--- src/rtl/xdma_pkg.sv ---
package xdma_pkg;
  localparam logic [5:0] OFS_CFG   = 6'h00;
  localparam logic [5:0] OFS_MADDR = 6'h04;
  localparam logic [5:0] OFS_FADDR = 6'h08;
  localparam logic [5:0] OFS_LEN   = 6'h0C;
  localparam logic [5:0] OFS_CMD   = 6'h10;
  localparam logic [5:0] OFS_STOP  = 6'h14;
  localparam logic [5:0] OFS_STAT  = 6'h18;
  localparam logic [5:0] OFS_DONE  = 6'h1C;
  localparam logic [5:0] OFS_ERR   = 6'h20;

  typedef enum logic [1:0] {SQ_IDLE, SQ_REQ, SQ_RESP} sq_state_e;

  typedef struct packed {
    logic irq_err_en;
    logic swap;
    logic nand_mode;
  } cfg_t;
endpackage

--- src/rtl/xdma_bswap.sv ---
module xdma_bswap #(
  parameter int BYTES = 4
) (
  input  logic               en,
  input  logic [8*BYTES-1:0] din,
  output logic [8*BYTES-1:0] dout
);
  logic [8*BYTES-1:0] swapped;

  for (genvar b = 0; b < BYTES; b++) begin : g_byte
    assign swapped[8*b +: 8] = din[8*(BYTES-1-b) +: 8];
  end

  assign dout = en ? swapped : din;
endmodule

--- src/rtl/xdma_regs.sv ---
module xdma_regs
  import xdma_pkg::*;
#(
  parameter int ADDR_W = 32,
  parameter int LEN_W  = 10
) (
  input  logic              clk,
  input  logic              rst_n,
  input  logic              we,
  input  logic [5:0]        addr,
  input  logic [31:0]       wdata,
  output logic [31:0]       rdata,
  input  logic              busy,
  input  logic              fin_ok,
  input  logic              fin_err,
  output cfg_t              cfg,
  output logic [ADDR_W-1:0] maddr,
  output logic [ADDR_W-1:0] faddr,
  output logic [LEN_W-1:0]  len,
  output logic              dir,
  output logic              start,
  output logic              stop,
  output logic [1:0]        done,
  output logic              err
);
  logic wr_zero;

  assign start   = we && (addr == OFS_CMD) && !busy;
  assign stop    = we && (addr == OFS_STOP);
  assign wr_zero = (wdata == 32'd0);

  always_ff @(posedge clk) begin
    if (!rst_n) begin
      cfg   <= '0;
      maddr <= '0;
      faddr <= '0;
      len   <= '0;
      dir   <= 1'b0;
      done  <= 2'b00;
      err   <= 1'b0;
    end else begin
      if (we && addr == OFS_CFG)   cfg   <= cfg_t'(wdata[2:0]);
      if (we && addr == OFS_MADDR) maddr <= wdata[ADDR_W-1:0];
      if (we && addr == OFS_FADDR) faddr <= wdata[ADDR_W-1:0];
      if (we && addr == OFS_LEN)   len   <= wdata[LEN_W-1:0];
      if (start)                   dir   <= wdata[0];

      if (fin_err)                                    done <= 2'b11;
      else if (fin_ok)                                done <= done | 2'b01;
      else if (we && addr == OFS_DONE && wr_zero)     done <= 2'b00;

      if (fin_err)                                    err <= 1'b1;
      else if (we && addr == OFS_ERR && wr_zero)      err <= 1'b0;
    end
  end

  always_comb begin
    case (addr)
      OFS_CFG:   rdata = {29'd0, cfg};
      OFS_MADDR: rdata = 32'(maddr);
      OFS_FADDR: rdata = 32'(faddr);
      OFS_LEN:   rdata = 32'(len);
      OFS_CMD:   rdata = {31'd0, dir};
      OFS_STAT:  rdata = {31'd0, busy};
      OFS_DONE:  rdata = {30'd0, done};
      OFS_ERR:   rdata = {31'd0, err};
      default:   rdata = 32'd0;
    endcase
  end
endmodule

--- src/rtl/xdma_seq.sv ---
module xdma_seq
  import xdma_pkg::*;
#(
  parameter int ADDR_W      = 32,
  parameter int LEN_W       = 10,
  parameter int CHUNK_WORDS = 128
) (
  input  logic              clk,
  input  logic              rst_n,
  input  logic              start,
  input  logic              stop,
  input  logic              dir,
  input  logic [ADDR_W-1:0] maddr,
  input  logic [ADDR_W-1:0] faddr,
  input  logic [LEN_W-1:0]  len,
  input  logic              swap,
  output logic              req_valid,
  input  logic              req_ready,
  output logic              req_write,
  output logic [ADDR_W-1:0] req_addr,
  output logic [31:0]       req_wdata,
  input  logic              rsp_valid,
  input  logic [31:0]       rsp_rdata,
  input  logic              rsp_err,
  output logic [ADDR_W-1:0] fl_addr,
  output logic              fl_we,
  output logic [31:0]       fl_wdata,
  input  logic [31:0]       fl_rdata,
  output logic              busy,
  output logic              wait_rsp,
  output logic              fin_ok,
  output logic              fin_err
);
  localparam int CNT_W = $clog2(CHUNK_WORDS + 1);

  sq_state_e         state;
  logic [CNT_W-1:0]  idx, nbeats, n_req;
  logic [ADDR_W-1:0] mbase, fbase, offs;
  logic [LEN_W-1:0]  words;
  logic              last, rsp_take;

  assign words    = len >> 2;
  assign n_req    = (32'(words) > CHUNK_WORDS) ? CNT_W'(CHUNK_WORDS) : CNT_W'(words);
  assign offs     = ADDR_W'({idx, 2'b00});
  assign last     = (idx + CNT_W'(1)) == nbeats;
  assign busy     = (state != SQ_IDLE);
  assign wait_rsp = (state == SQ_RESP);
  assign rsp_take = wait_rsp && rsp_valid && !stop;

  assign req_valid = (state == SQ_REQ);
  assign req_write = dir;
  assign req_addr  = mbase + offs;
  assign fl_addr   = fbase + offs;
  assign fl_we     = rsp_take && !rsp_err && !dir;
  assign fin_err   = rsp_take && rsp_err;
  assign fin_ok    = (rsp_take && !rsp_err && last) ||
                     ((state == SQ_IDLE) && start && !stop && n_req == '0);

  xdma_bswap #(.BYTES(4)) u_sw_out (.en(swap), .din(fl_rdata),  .dout(req_wdata));
  xdma_bswap #(.BYTES(4)) u_sw_in  (.en(swap), .din(rsp_rdata), .dout(fl_wdata));

  always_ff @(posedge clk) begin
    if (!rst_n) begin
      state  <= SQ_IDLE;
      idx    <= '0;
      nbeats <= '0;
      mbase  <= '0;
      fbase  <= '0;
    end else if (stop) begin
      state <= SQ_IDLE;
    end else begin
      case (state)
        SQ_IDLE: if (start) begin
          idx    <= '0;
          nbeats <= n_req;
          mbase  <= maddr;
          fbase  <= faddr;
          state  <= (n_req == '0) ? SQ_IDLE : SQ_REQ;
        end
        SQ_REQ: if (req_ready) state <= SQ_RESP;
        SQ_RESP: if (rsp_valid) begin
          if (rsp_err || last) begin
            state <= SQ_IDLE;
          end else begin
            idx   <= idx + CNT_W'(1);
            state <= SQ_REQ;
          end
        end
        default: state <= SQ_IDLE;
      endcase
    end
  end
endmodule

--- src/rtl/chunk_xfer_dma.sv ---
module chunk_xfer_dma
  import xdma_pkg::*;
#(
  parameter int ADDR_W      = 32,
  parameter int CHUNK_BYTES = 512
) (
  input  logic              clk,
  input  logic              rst_n,
  input  logic              reg_we,
  input  logic [5:0]        reg_addr,
  input  logic [31:0]       reg_wdata,
  output logic [31:0]       reg_rdata,
  output logic              mem_req_valid,
  input  logic              mem_req_ready,
  output logic              mem_req_write,
  output logic [ADDR_W-1:0] mem_req_addr,
  output logic [31:0]       mem_req_wdata,
  input  logic              mem_rsp_valid,
  input  logic [31:0]       mem_rsp_rdata,
  input  logic              mem_rsp_err,
  output logic [ADDR_W-1:0] fl_addr,
  output logic              fl_we,
  output logic [31:0]       fl_wdata,
  input  logic [31:0]       fl_rdata,
  output logic              irq
);
  localparam int CHUNK_WORDS = CHUNK_BYTES / 4;
  localparam int LEN_W       = $clog2(CHUNK_BYTES) + 1;

  cfg_t              cfg;
  logic [ADDR_W-1:0] maddr, faddr;
  logic [LEN_W-1:0]  len;
  logic              dir_q, start, stop, busy, wait_rsp, fin_ok, fin_err, err_q;
  logic [1:0]        done_q;

  xdma_regs #(.ADDR_W(ADDR_W), .LEN_W(LEN_W)) u_regs (
    .clk(clk), .rst_n(rst_n), .we(reg_we), .addr(reg_addr), .wdata(reg_wdata),
    .rdata(reg_rdata), .busy(busy), .fin_ok(fin_ok), .fin_err(fin_err),
    .cfg(cfg), .maddr(maddr), .faddr(faddr), .len(len), .dir(dir_q),
    .start(start), .stop(stop), .done(done_q), .err(err_q)
  );

  xdma_seq #(.ADDR_W(ADDR_W), .LEN_W(LEN_W), .CHUNK_WORDS(CHUNK_WORDS)) u_seq (
    .clk(clk), .rst_n(rst_n), .start(start), .stop(stop), .dir(dir_q),
    .maddr(maddr), .faddr(faddr), .len(len), .swap(cfg.swap),
    .req_valid(mem_req_valid), .req_ready(mem_req_ready), .req_write(mem_req_write),
    .req_addr(mem_req_addr), .req_wdata(mem_req_wdata),
    .rsp_valid(mem_rsp_valid), .rsp_rdata(mem_rsp_rdata), .rsp_err(mem_rsp_err),
    .fl_addr(fl_addr), .fl_we(fl_we), .fl_wdata(fl_wdata), .fl_rdata(fl_rdata),
    .busy(busy), .wait_rsp(wait_rsp), .fin_ok(fin_ok), .fin_err(fin_err)
  );

  assign irq = (done_q != 2'b00) || (err_q && cfg.irq_err_en);
endmodule

--- config.mk ---
export PLATFORM = sky130hd
export DESIGN_NAME = chunk_xfer_dma
export DESIGN_NICKNAME = d
export VERILOG_FILES = /design/src/rtl/xdma_pkg.sv /design/src/rtl/xdma_bswap.sv /design/src/rtl/xdma_regs.sv /design/src/rtl/xdma_seq.sv /design/src/rtl/chunk_xfer_dma.sv
export SDC_FILE = /design/constraint.sdc
export NUM_CORES = 1
export LEC_CHECK = 0
export BUFFER_PORTS_ARGS = -buffer_cell sky130_fd_sc_hd__buf_2
export CORE_ASPECT_RATIO = 0.75
export CORE_UTILIZATION = 40
export CTS_CLUSTER_DIAMETER = 30
export DETAILED_ROUTE_END_ITERATION = 8
export HOLD_SLACK_MARGIN = 0.05
export PLACE_DENSITY_LB_ADDON = 0.1
export SETUP_SLACK_MARGIN = 0.15
export SYNTH_ARGS = -nofsm -noshare
export SYNTH_HDL_FRONTEND = slang
export SYNTH_HIERARCHICAL = 1
export SYNTH_SLANG_ARGS = --single-unit
--- constraint.sdc ---
create_clock -name clk -period 5.2 [get_ports clk]
set_input_delay 0.78 -clock clk [delete_from_list [all_inputs] [get_ports clk]]
set_output_delay 0.78 -clock clk [all_outputs]
set_load 0.02 [all_outputs]
==> reports/results.tsv, run 1 <==
stage	metric	value	unit
worst_setup_path	critical path class	flip-flop to primary output	
worst_setup_path	worst path bufs/invs	1	
flow_run	max-cap viol count	0	
placed_design	number of port buffers	271	
worst_setup_path	path depth of the worst reg2reg path	11	
placed_design	dpl cells	1620	
placed_design	routability cong.	0.8481	
worst_setup_path	RR Startpoint	u_seq/idx[1]	
drt	metal1 wirelength	15390	um
yosys	#FFs+latches synth	163	
drt	met2 WL	13160	um
sta	Final setup viols	0	
sta	Final Hold Fails	0	
clocking	H-tree levels	4	
worst_setup_path	crit path DAT	3.47	ns
yosys	sequential fraction of the synthesis area	0.3365	
floorplanning	Die ar.	24880	um2
finish	most common cell after layout, fill and taps aside	buf_2	
placed_design	post-detail-place hpwl	23430	um
clocking	total CTS buffers	17	
sta	period utilization	0.8172	
worst_hold_path	hold path start	u_seq/mbase[1]	
sta	RSZ-0062 raised after global routing	false	
drt	vias	9001	
floorplanning	CORE AREA	23420	um2
drt	1st-iter DRT viols	775	
sta	Hold Slack	0.4528	ns
finish	fin cells	1661	
worst_setup_path	worst-path fanout max	9	
finish	share of cells above drive strength 1	0.3432	
drt	DR pass1 iterations	5	
power	maximum vdd drop	0.0002054	V
floorplanning	Rows	48	
finish	most frequent cells in the layout	buf_2 (270), nand2_1 (244), dfxtp_1 (162), a21oi_1 (80), mux2_4 (60)	
sta	Fin Setup TNS	0	ns
global_route	initial antenna violation count	8	
yosys	Syn Area/Cell	8.619	um2
clocking	cts repair resizes	0	
power	PD cells	235.9	nW/um2
sta	Clock Skew	0.009538	ns
sta	Max Fclk	235.3	MHz
yosys	Cell Area, Synth	9697	um2
worst_setup_path	slowest CP cell	dfxtp_1	
finish	Area Overhead vs Synth	19.88	%
sta	Worst Tran Pin Value	1.143	ns
yosys	Area contributors post-synth	dfxtp_1 (34%), nand2_1 (9.4%), mux2_4 (9.3%)	
yosys	syn_nets	1252	
worst_hold_path	hold path depth	2	
yosys	predominant post-synthesis flop cell	dfxtp_1	
drt	Routed Wire Length	31590	um
clocking	Sink Count	163	
status	outcome	complete, no violations	
clocking	CTS tree	done	
worst_setup_path	cell mode on critical path	a21o_1	
global_route	pin count of the biggest net entering global routing	99	
drt	drt drc	0	
yosys	ys async rst share	0	
floorplanning	Starting Density	0.4140	
clocking	Clock Path Buffers	2	
worst_setup_path	CP delay by family, top	compound AO/OA/AOI/OAI gates	
clocking	hold buffer count at cts	0	
global_route	gr usage total	0.2477	
worst_hold_path	Hold/Removal Path Class	flip-flop to flip-flop	
global_route	first-pass GRT wire length	46350	um
clocking	clk root buf	clkbuf_16	
yosys	number of flops mapped to enable cells by yosys	0	
sta	Worst slew margin	0.2383	
worst_setup_path	CP Launch Point	u_seq/idx[0]	
floorplanning	IO Count	272	
worst_setup_path	crit end category	primary output	
drt	antenna-violating nets left	0	
drt	via/cell ratio	5.419	
placed_design	Post-DP Area	11010	um2
worst_setup_path	critical path cell sequence	ha_1 > fa_1 > a21o_1 > a21o_1 > a2111oi_2 > o21bai_1 > and2_1 > and4_1 > xor2_1 > buf_2	
yosys	largest area contributor in the netlist	dfxtp_1	
worst_setup_path	worst endpoint required time	4.42	ns
clocking	Clk pin slew, worst setup/hold paths	0.07	ns
finish	nets@finish	1466	
yosys	Mapped Cells	1125	
yosys	share of the synthesized area in the top cell type	0.3365	
sta	max-slew violation count	0	
yosys	total number of yosys warnings	6	
drt	drt wl/cell	19.02	um
worst_setup_path	Worst path max stage delay	0.41	ns
global_route	grt total ovfl	0	
drt	Met3 Wirelength	2259	um
finish	fin area	11620	um2
worst_setup_path	CP Launch Type	flip-flop	
power	LEAKAGE	5.138	nW
clocking	Post-CTS Repair Setup Buffers	0	
drt	top layer in use	met4	
clocking	Clock Latency Late Sink	0.44	ns
global_route	vias in the first global route	7722	
sta	post-route minimum period	4.249	ns
worst_setup_path	CP Depth	10	
floorplanning	Die X-Extent	181.8	um
floorplanning	Die Ht	136.8	um
yosys	Yosys cell types	77	
[Yosys cell counts (23+ instances only)]
master,n
o21ai_2,33
a22o_1,23
o21ai_0,40
nor2_1,28
dfxtp_1,163
mux2_4,60
xor2_1,32
nand3_2,28
nand3_1,58
clkbuf_1,52
xnor2_1,34
a21oi_1,80
nand2_1,244
[logic make-up (layout without fill, tap and decap cells)]
group | Yosys count | in the layout | share of synthesized area
simple gates | 465 | 465 | 0.2421
compound gates | 232 | 232 | 0.1635
flops | 163 | 163 | 0.3365
buf+inv | 101 | 328 | 0.05910
mux | 79 | 79 | 0.1132
xor+xnor | 66 | 66 | 0.05961
fa+ha+maj | 19 | 19 | 0.02606
other cells | 0 | 9 | 0
[path summary, 6_finish.rpt]
kind / slack [ns] / endpoint
worst max-delay path: 0.95 / mem_req_addr[14]
worst min-delay path: 0.45 / u_seq/mbase[1]
worst max register to register: 2.18 / u_regs/done[1]
worst min register to register: 0.45 / u_seq/mbase[1]
[worst min-delay path: stages, from the launching register on]
cell and delay (ns):
dfxtp_1 0.31, nand2_1 0.05, a21oi_1 0.05
[routing by layer]
layer | vias to the layer above | GRT usage
li1 | 4414 | -
met1 | 4215 | 0.3586
met4 | 0 | 0.09134
met2 | 331 | 0.3581
met5 | - | 0
met3 | 41 | 0.05189
[power by group]
| part | switching, mW | total, mW | internal [mW] |
|---|---|---|---|
| Clock | 0.610 | 1.25 | 0.644 |
| Combinational | 0.142 | 0.235 | 0.0923 |
| Sequential | 0.00358 | 1.25 | 1.25 |
[cell type report]
type / count / area [um2]
well taps: 300 / 375.4
inverters: 17 / 63.81
multi-input cells: 861 / 5889
fillers: 2351 / 11800
clock buffers: 17 / 425.4
flip-flops and latches: 163 / 3267
diodes: 9 / 22.52
repair buffers: 279 / 1419
clock inverters: 15 / 162.7
[stage by stage]
stage / setup WS, ns / util / power [mW]
2_1_floorplan: 1.727 / - / 1.412
3_3_place_gp: 1.417 / 0.4702 / 1.514
3_5_place_dp: 1.381 / 0.4702 / 1.515
4_1_cts: 0.9105 / 0.4954 / 2.760
5_1_grt: 0.6596 / 0.4963 / 2.836
6_report: 0.9507 / 0.4963 / 2.742
[flip-flops by register name, indices dropped and copies added, names as in the netlist]
| signal | flops |
|---|---|
| u_regs/cfg | 3 |
| u_regs/dir | 1 |
| u_regs/done | 2 |
| u_regs/err | 1 |
| u_regs/faddr | 32 |
| u_regs/len | 10 |
| u_regs/maddr | 32 |
| u_seq/fbase | 32 |
| u_seq/idx | 8 |
| u_seq/mbase | 32 |
| u_seq/nbeats | 8 |
| u_seq/state | 2 |
No activity file was read; power rests on OpenSTA's default activity.
==> run 2: changes to the inputs <==
clock period = 4 ns   (was 5.2 ns; I/O delays follow)
==> run 2 against run 1 <==
  * Via count is 0.62% lower
  * Sequential power is 30% higher
  * Sequential share of layout area is 0.27 points lower
  * Wire length is 0.64% higher
  * Flip-flop and latch count stayed put
  * Setup slack worse by 0.64 ns
  * Clock power is 30% higher
  * Critical path depth stayed put
  * Critical endpoint unchanged
==> reports/results.tsv, run 2 (synthesis results as in run 1) <==
stage	metric	value	unit	change
power	maximum vdd drop	0.0002504	V	was 0.0002054 V
drt	top layer in use	met4		unchanged
drt	Routed Wire Length	31790	um	was 31,590 um
clocking	total CTS buffers	17		unchanged
power	LEAKAGE	5.196	nW	was 5.138 nW
worst_setup_path	CP delay by family, top	compound AO/OA/AOI/OAI gates		unchanged
global_route	vias in the first global route	8014		was 7,722
worst_setup_path	critical path class	flip-flop to primary output		unchanged
floorplanning	IO Count	272		unchanged
drt	antenna-violating nets left	0		unchanged
worst_setup_path	slowest CP cell	fa_1		was dfxtp_1
sta	post-route minimum period	3.690	ns	
drt	DR pass1 iterations	5		unchanged
clocking	clk root buf	clkbuf_16		unchanged
global_route	initial antenna violation count	4		was 8
sta	Worst Tran Pin Value	1.117	ns	was 1.143 ns
worst_setup_path	CP Launch Type	flip-flop		unchanged
drt	via/cell ratio	5.382		was 5.419
sta	Clock Skew	0.007297	ns	was 0.009538 ns
floorplanning	Die Ht	136.8	um	unchanged
placed_design	post-detail-place hpwl	23770	um	was 23,430 um
clocking	Sink Count	163		unchanged
clocking	Clock Path Buffers	2		unchanged
worst_setup_path	cell mode on critical path	a21o_1		unchanged
drt	drt wl/cell	19.13	um	was 19.02 um
placed_design	number of port buffers	271		unchanged
drt	vias	8945		was 9,001
floorplanning	Starting Density	0.4140		unchanged
sta	RSZ-0062 raised after global routing	false		unchanged
drt	Met3 Wirelength	2319	um	was 2259 um
sta	Final Hold Fails	0		unchanged
global_route	pin count of the biggest net entering global routing	151		was 99
finish	nets@finish	1472		was 1,466
finish	share of cells above drive strength 1	0.3490		was 0.3432
flow_run	max-cap viol count	0		unchanged
finish	Area Overhead vs Synth	21.10	%	was 19.88%
power	PD cells	303.8	nW/um2	was 235.9 nW/um2
sta	max-slew violation count	0		unchanged
sta	period utilization	0.9225		
drt	drt drc	0		unchanged
worst_hold_path	Hold/Removal Path Class	primary input to flip-flop		was flip-flop to flip-flop
worst_setup_path	worst endpoint required time	3.40	ns	was 4.42 ns
worst_setup_path	critical path cell sequence	ha_1 > fa_1 > a21o_1 > a21o_1 > a2111oi_4 > o21bai_2 > and2_4 > and4_1 > xor2_1 > buf_4		was ha_1 > fa_1 > a21o_1 > a21o_1 > a2111oi_2 > o21bai_1 > and2_1 > and4_1 > xor2_1 > buf_2
worst_setup_path	Worst path max stage delay	0.42	ns	was 0.41 ns
worst_setup_path	worst path bufs/invs	1		unchanged
floorplanning	Die ar.	24880	um2	unchanged
floorplanning	CORE AREA	23420	um2	unchanged
clocking	Clock Latency Late Sink	0.43	ns	was 0.44 ns
clocking	H-tree levels	4		unchanged
floorplanning	Die X-Extent	181.8	um	unchanged
sta	Fin Setup TNS	0	ns	unchanged
drt	metal1 wirelength	15590	um	was 15,390 um
clocking	hold buffer count at cts	0		unchanged
sta	Final setup viols	0		unchanged
clocking	Post-CTS Repair Setup Buffers	0		unchanged
worst_setup_path	worst-path fanout max	9		unchanged
finish	most frequent cells in the layout	buf_2 (269), nand2_1 (244), dfxtp_1 (161), a21oi_1 (80), mux2_4 (60)		was buf_2 (270), nand2_1 (244), dfxtp_1 (162), a21oi_1 (80), mux2_4 (60)
global_route	first-pass GRT wire length	47780	um	was 46,350 um
sta	Hold Slack	0.4218	ns	was 0.4528 ns
finish	most common cell after layout, fill and taps aside	buf_2		unchanged
drt	met2 WL	13220	um	was 13,160 um
worst_setup_path	crit end category	primary output		unchanged
global_route	grt total ovfl	0		unchanged
power	total power	3.567	mW	was 2.742 mW
global_route	gr usage total	0.2543		was 0.2477
worst_setup_path	crit path DAT	3.09	ns	was 3.47 ns
clocking	CTS tree	done		unchanged
drt	1st-iter DRT viols	861		was 775
status	outcome	complete, no violations		unchanged
floorplanning	Rows	48		unchanged
clocking	Clk pin slew, worst setup/hold paths	0.07	ns	about the same
sta	Max Fclk	271.0	MHz	
sta	Worst slew margin	0.2556		was 0.2383
placed_design	routability cong.	0.8731		was 0.8481
==> run 2: cell types whose count changed in the layout (fill, tap and decap cells not counted), moves of 2 or more <==
cell	before	now
diode_2	9	4
buf_12	0	5
buf_4	9	11
inv_8	4	6
==> run 2: layout make-up <==
type / count / area [um2]
Multi-Input combinational cell: 861 / 5911
Antenna cell: 4 / 10.01
Clock inverter: 15 / 160.2
Sequential cell: 163 / 3268
Tap cell: 300 / 375.4
Timing Repair Buffer: 285 / 1529
Clock buffer: 17 / 425.4
Fill cell: 2327 / 11680
Inverter: 17 / 63.81
==> run 2: routing by layer <==
metal | vias up | GRT usage
li1 | 4420 | -
met1 | 4137 | 0.3702
met2 | 361 | 0.3697
met3 | 27 | 0.05269
met4 | 0 | 0.08522
met5 | - | 0
==> run 2: tightest hold or removal path, cell delays in order <==
cell	delay, ns
buf_2	0.10
nand3_1	0.06
o21ai_0	0.07
==> run 2: repair_timing <==
| item | 4_1_cts | 5_1_grt |
|---|---|---|
| gates resized for setup | 3 | 4 |
| pin swaps | 0 | 1 |
| endpoints found under the setup margin | 1 | 11 |
==> run 2: where the power goes <==
group / switching (mW) / internal (mW)
combinational: 0.186 / 0.123
sequential: 0.00415 / 1.62
clock: 0.791 / 0.839
total: 0.980 / 2.59
==> run 2: worst paths after layout <==
| check | startpoint | end | slack (ns) | depth (start not counted) |
|---|---|---|---|---|
| worst max-delay path | u_seq/idx[0] | mem_req_addr[14] | 0.31 | 10 |
| worst min-delay path | reg_wdata[11] | u_regs/maddr[11] | 0.42 | 3 |
| worst max register to register | u_seq/idx[1] | u_regs/done[1] | 0.94 | 11 |
| worst min register to register | u_seq/fbase[2] | u_seq/fbase[2] | 0.46 | 2 |
==> run 2: per-stage QoR <==
step,worst slack [ns],area (um2),utilization,instances
floorplan,0.7068,9697,-,1125
global placement,0.6323,11120,0.4747,1626
global route,0.1679,11740,0.5013,1662
CTS,0.2037,11710,0.4999,1658
finish,0.3099,11740,0.5013,1662
detailed placement,0.6003,11120,0.4747,1626
